**src/rtl/clb_pkg.sv**
```systemverilog
package clb_pkg;
  localparam int SEL_W    = 2;
  localparam int FF_CFG_W = 3;

  typedef enum logic [SEL_W-1:0] {
    SRC_F   = 2'd0,
    SRC_G   = 2'd1,
    SRC_H   = 2'd2,
    SRC_ALT = 2'd3
  } src_e;

  typedef struct packed {
    logic ce_use;
    logic sr_use;
    logic sr_val;
  } ff_cfg_t;

  // Combinational output selection: code 3 also picks H
  function automatic logic pick_comb(src_e s, logic f, logic g, logic h);
    case (s)
      SRC_F:   return f;
      SRC_G:   return g;
      default: return h;
    endcase
  endfunction

  // Flip-flop data selection: code 3 picks the direct data pin
  function automatic logic pick_d(src_e s, logic f, logic g, logic h, logic d);
    case (s)
      SRC_F:   return f;
      SRC_G:   return g;
      SRC_H:   return h;
      default: return d;
    endcase
  endfunction

  // Next state: set/reset wins over clock enable
  function automatic logic ff_next(ff_cfg_t c, logic q, logic d, logic sr, logic ec);
    if (c.sr_use && sr) return c.sr_val;
    if (!c.ce_use || ec) return d;
    return q;
  endfunction
endpackage

```
**src/rtl/clb_cfg_chain.sv**
```systemverilog
module clb_cfg_chain #(
  parameter int W = 54
) (
  input  logic         clk,
  input  logic         rst_n,
  input  logic         shift_en,
  input  logic         sdin,
  output logic [W-1:0] cfg
);
  always_ff @(posedge clk or negedge rst_n) begin
    if (!rst_n)        cfg <= '0;
    else if (shift_en) cfg <= {cfg[W-2:0], sdin};
  end


  cfg_hold_chk: assert property (@(posedge clk) disable iff (!rst_n)
    !shift_en |=> $stable(cfg));
endmodule

```
**src/rtl/clb_lut.sv**
```systemverilog
module clb_lut #(
  parameter  int K = 4,
  localparam int N = 1 << K
) (
  input  logic [N-1:0] tt,
  input  logic [K-1:0] sel,
  output logic         out
);
  assign out = tt[sel];
endmodule

```
**src/rtl/clb_ff.sv**
```systemverilog
module clb_ff
  import clb_pkg::*;
(
  input  logic    clk,
  input  logic    rst_n,
  input  logic    clr,
  input  logic    d,
  input  logic    sr,
  input  logic    ec,
  input  ff_cfg_t mode,
  output logic    q
);
  logic sr_hit, ce_block;
  assign sr_hit   = mode.sr_use & sr;
  assign ce_block = mode.ce_use & ~ec;

  always_ff @(posedge clk or negedge rst_n) begin
    if (!rst_n)   q <= 1'b0;
    else if (clr) q <= 1'b0;
    else          q <= ff_next(mode, q, d, sr, ec);
  end


  sr_priority_chk: assert property (@(posedge clk) disable iff (!rst_n)
    (sr_hit && !clr) |=> (q == $past(mode.sr_val)));

  ce_hold_chk: assert property (@(posedge clk) disable iff (!rst_n)
    (ce_block && !sr_hit && !clr) |=> $stable(q));

  prog_clear_chk: assert property (@(posedge clk) disable iff (!rst_n)
    clr |=> (q == 1'b0));
endmodule

```
**src/rtl/clb_cell.sv**
```systemverilog
module clb_cell
  import clb_pkg::*;
#(
  parameter int FG_IN = 4
) (
  input  logic             clk,
  input  logic             rst_n,
  input  logic             prog_en,
  input  logic             cfg_din,
  input  logic [FG_IN-1:0] f_in,
  input  logic [FG_IN-1:0] g_in,
  input  logic             h1,
  input  logic             din,
  input  logic             sr,
  input  logic             ec,
  output logic             x,
  output logic             y,
  output logic             xq,
  output logic             yq
);
  localparam int H_IN    = 3;
  localparam int FG_TT   = 1 << FG_IN;
  localparam int H_TT    = 1 << H_IN;
  localparam int OFS_H   = 2 * FG_TT;
  localparam int OFS_SEL = OFS_H + H_TT;
  localparam int OFS_FF  = OFS_SEL + 4 * SEL_W;
  localparam int CFG_W   = OFS_FF + 2 * FF_CFG_W;

  logic [CFG_W-1:0]            cfg;
  logic [1:0][FG_IN-1:0]       fg_idx;
  logic [1:0]                  fg_o;
  logic                        h_o;
  logic [1:0]                  comb_o, side_d, reg_q;

  clb_cfg_chain #(.W(CFG_W)) u_cfg (
    .clk(clk), .rst_n(rst_n), .shift_en(prog_en), .sdin(cfg_din), .cfg(cfg)
  );

  assign fg_idx = {g_in, f_in};

  // Index 0 is generator F, index 1 is generator G
  for (genvar gi = 0; gi < 2; gi++) begin : g_fg
    clb_lut #(.K(FG_IN)) u_lut (
      .tt(cfg[gi*FG_TT +: FG_TT]), .sel(fg_idx[gi]), .out(fg_o[gi])
    );
  end

  clb_lut #(.K(H_IN)) u_hlut (
    .tt(cfg[OFS_H +: H_TT]), .sel({h1, fg_o[1], fg_o[0]}), .out(h_o)
  );

  // Side 0 drives x/xq, side 1 drives y/yq
  for (genvar s = 0; s < 2; s++) begin : g_side
    assign comb_o[s] = pick_comb(src_e'(cfg[OFS_SEL + SEL_W*s +: SEL_W]),
                                 fg_o[0], fg_o[1], h_o);
    assign side_d[s] = pick_d(src_e'(cfg[OFS_SEL + 2*SEL_W + SEL_W*s +: SEL_W]),
                              fg_o[0], fg_o[1], h_o, din);
    clb_ff u_ff (
      .clk(clk), .rst_n(rst_n), .clr(prog_en), .d(side_d[s]),
      .sr(sr), .ec(ec),
      .mode(ff_cfg_t'(cfg[OFS_FF + FF_CFG_W*s +: FF_CFG_W])),
      .q(reg_q[s])
    );
  end

  assign x  = comb_o[0] & ~prog_en;
  assign y  = comb_o[1] & ~prog_en;
  assign xq = reg_q[0]  & ~prog_en;
  assign yq = reg_q[1]  & ~prog_en;


  prog_quiet_chk: assert property (@(posedge clk) disable iff (!rst_n)
    prog_en |-> !(x | y | xq | yq));
endmodule

```
**config.mk**
```make
export PLATFORM = sky130hd
export DESIGN_NAME = clb_cell
export DESIGN_NICKNAME = d
export VERILOG_FILES = /design/src/rtl/clb_pkg.sv /design/src/rtl/clb_cfg_chain.sv /design/src/rtl/clb_lut.sv /design/src/rtl/clb_ff.sv /design/src/rtl/clb_cell.sv
export SDC_FILE = /design/constraint.sdc
export NUM_CORES = 1
export LEC_CHECK = 0
export ABC_AREA = 1
export BUFFER_PORTS_ARGS = -buffer_cell sky130_fd_sc_hd__buf_2
export CAP_MARGIN = 20
export CORE_MARGIN = 8
export CORE_UTILIZATION = 25
export CTS_BUF_LIST = sky130_fd_sc_hd__clkbuf_4 sky130_fd_sc_hd__clkbuf_8 sky130_fd_sc_hd__clkbuf_16
export DETAILED_ROUTE_END_ITERATION = 8
export PLACE_DENSITY = 0.43
export SYNTH_ARGS = -nofsm -noshare
export SYNTH_HDL_FRONTEND = slang
export SYNTH_SLANG_ARGS = --single-unit
```
**constraint.sdc**
```tcl
create_clock -name clk -period 3.3 [get_ports clk]
set_clock_uncertainty 0.15 [all_clocks]
set_input_delay 0.495 -clock clk [delete_from_list [all_inputs] [get_ports clk]]
set_output_delay 0.495 -clock clk [all_outputs]
set_load 0.02 [all_outputs]
```
==> flow_summary.yaml <==
status:
  run_status: "finished clean"
min_path:
  hp-class: "in2async"
yosys:
  synthSimpleGateAreaFrac_pct: 22.22
  synth_edf_count: 0
  synthesis.area_um2: 2720
  synth_common_cells: "90 x nand2_1, 61 x o21ai_0, 56 x dfrtp_1"
  synthMuxAreaShare_pct: 0
  ys_seq_area_share_pct: 51.52
  synth_fp_nets: 353
  synthAdderAreaFrac_pct: 0
  netlist_instances: 337
  synthArstFlopShare_pct: 100.0
  yosys.area.top_type: "dfrtp_1"
  synth_compound_area_share_pct: 16.15
  avgSynthCellArea_um2: 8.072
  synth-xor-area-share_pct: 0
  yosysWarnings: 0
  synth_top_area_share_pct: 51.52
  synth_top_family_by_area: "simple AND/OR/NAND/NOR gates"
  yosysUniqueCellTypes: 20
  synth.area.top_cells: "dfrtp_1 52%, nand2_1 12%, o21ai_0 11%"
  yosysMostFrequentCell: "nand2_1"
  ys_seq_elements: 56
  synth-main-ff-cell: "dfrtp_1"
placed_design:
  place_congestion: 0.7215
  port_buffers: 19
  hpwlAfterDp_um: 4248
  placed_area_um2: 2960
clock_network:
  htreeDepth: 2
  cts_setup_buffers: 0
  cts-resized-gates: 0
  path_clk_slew_ns: 0.11
  cts_hold_buf: 0
  cts_tree: "yes"
  clock-sinks: 56
  clk_latency_ns: 0.31
  cts_buffers: 5
  cts_buffer_depth: 2
  clockRootBuffer: "clkbuf_8"
route:
  ant_nets: 0
  drc: 0
  first_pass_iters: 4
  vias: 2169
  wl_per_cell_um: 12.18
  drt_iter0_drc: 131
  finalWirelength_um: 6030
  vias_per_cell: 4.382
floorplan:
  start_util_pct: 25.31
  die_w_um: 120.3
  pin_count: 20
  core_area_um2: 10750
  rows: 38
  die_h_um: 120.3
  fp.dieArea_um2: 14470
global_route:
  grt_pass1_wl_um: 10650
  antenna_found_initial: 0
  track_usage_pct: 8.961
  grt_pass1_vias: 2217
  overflow: 0
  grt_max_degree: 41
worst_setup_path:
  critPathCaptureType: "output port"
  required_ns: 2.65
  rr_endpoint: "g_side[0].u_ff.q$_DFFE_PN0P_"
  rrSetupSlack_ns: 1.52
  cp_max_fo: 9
  crit_type: "in2out"
  reg2reg_depth: 14
  cp.arrival_ns: 2.03
  critical_path.startpoint_type: "input port"
  reg2reg_from: "u_cfg.cfg[9]$_DFFE_PN0P_"
final_layout:
  syn2layout_area_growth_pct: 13.11
  fin_nets: 370
  diodes: 0
  design_area_um2: 3077
  fill_cells: 1208
  drive_above_1_share_pct: 13.80
  final_core_util_pct: 28.63
timing:
  whs_ns: 0.1593
  worst_pin_slew_ns: 0.9208
  period_needed_ns: 2.675
  hold_viol_final: 0
  setup_viol_count_final: 0
  rsz0062_at_grt: "false"
  setup_tns_ns: 0
  final-max-slew-violation-count: 0
  slew-limit-headroom_pct: 38.61
  post-route-period-util_pct: 81.07
  timing.fmax_mhz: 373.8
power_and_ir_drop:
  ir_worst_vdd_v: 0.0002917
  p_total_w: 0.001662
  power.leakage_nw: 1.440
  powerDensity_nw_per_um2: 540.2
job:
  maxCapViolations: 0
## worst max-delay path: stages
cell and delay, ns:
buf_2 0.20, inv_4 0.09, nand2_1 0.07, nand3_1 0.06, nand3_1 0.10, nand3_2 0.16
nand2_4 0.15, nand2_1 0.07, nand3_1 0.08, nand3_1 0.08, nand2_2 0.09, nand3_1 0.07
o41ai_1 0.07, buf_2 0.23
## metrics by stage
| stage | std cells | worst slack (ns) |
|---|---|---|
| global placement | 487 | 0.6077 |
| finish | 495 | 0.6248 |
| floorplan | 337 | 0.8039 |
| global route | 495 | 0.3617 |
| detailed placement | 487 | 0.5990 |
| CTS | 495 | 0.5852 |
## metal layers
| layer | share of wire, % | track usage (%) | vias up |
|---|---|---|---|
| met1 | 49 | 11.33 | 1029 |
| met5 | 0 | 0 | - |
| li1 | - | - | 1110 |
| met2 | 46 | 14.91 | 24 |
| met4 | 1.4 | 2.810 | 0 |
| met3 | 3.1 | 2.005 | 6 |
## power breakdown
group	total (W)	switching [W]	internal, W	leakage, nW
registers	0.000863	0.0000683	0.000795	0.736
clock network	0.000472	0.000243	0.000229	0.0583
logic	0.000327	0.000210	0.000117	0.646
## kinds of logic (layout without fill, tap and decap cells)
kind of cell | after synthesis | in the layout
compound gates | 79 | 79
buf+inv | 68 | 86
flops | 56 | 56
simple gates | 134 | 134
## worst max-delay path by stage
stage,from,to
CTS,f_in[0],x
finish,f_in[0],x
floorplan,f_in[0],x
detailed placement,f_in[0],x
global route,f_in[0],x
global placement,f_in[0],x
## sequential cells by signal, indices dropped and copies added, names as in the netlist
signal	flops
u_cfg.cfg	54
g_side.u_ff.q	2
## final cells by class
cell class              instances  area (um2)  share of cell area (%)
flip-flops and latches         56        1401                   45.55
multi-input cells             213        1044                   33.92
well taps                     140       175.2                   5.693
clock inverters                 3       47.55                   1.545
clock buffers                   5       68.82                   2.237
repair buffers                 24       132.6                   4.311
inverters                      54       207.7                   6.751
## cells in the final DEF (no fill, tap or decap)
cell	n
a31oi_1	2
clkinv_4	2
nand2_1	90
buf_2	19
a21oi_1	2
bufinv_16	1
nand3_4	1
a21oi_2	2
o21ai_0	61
o41ai_1	1
nand2_2	3
buf_4	5
dfrtp_1	56
nand3_2	5
nand3_1	27
inv_1	52
nor2_1	6
o211ai_1	9
inv_4	2
a31o_2	2
clkbuf_8	5
nand2_4	2
Power figures use the tool's default switching activity.
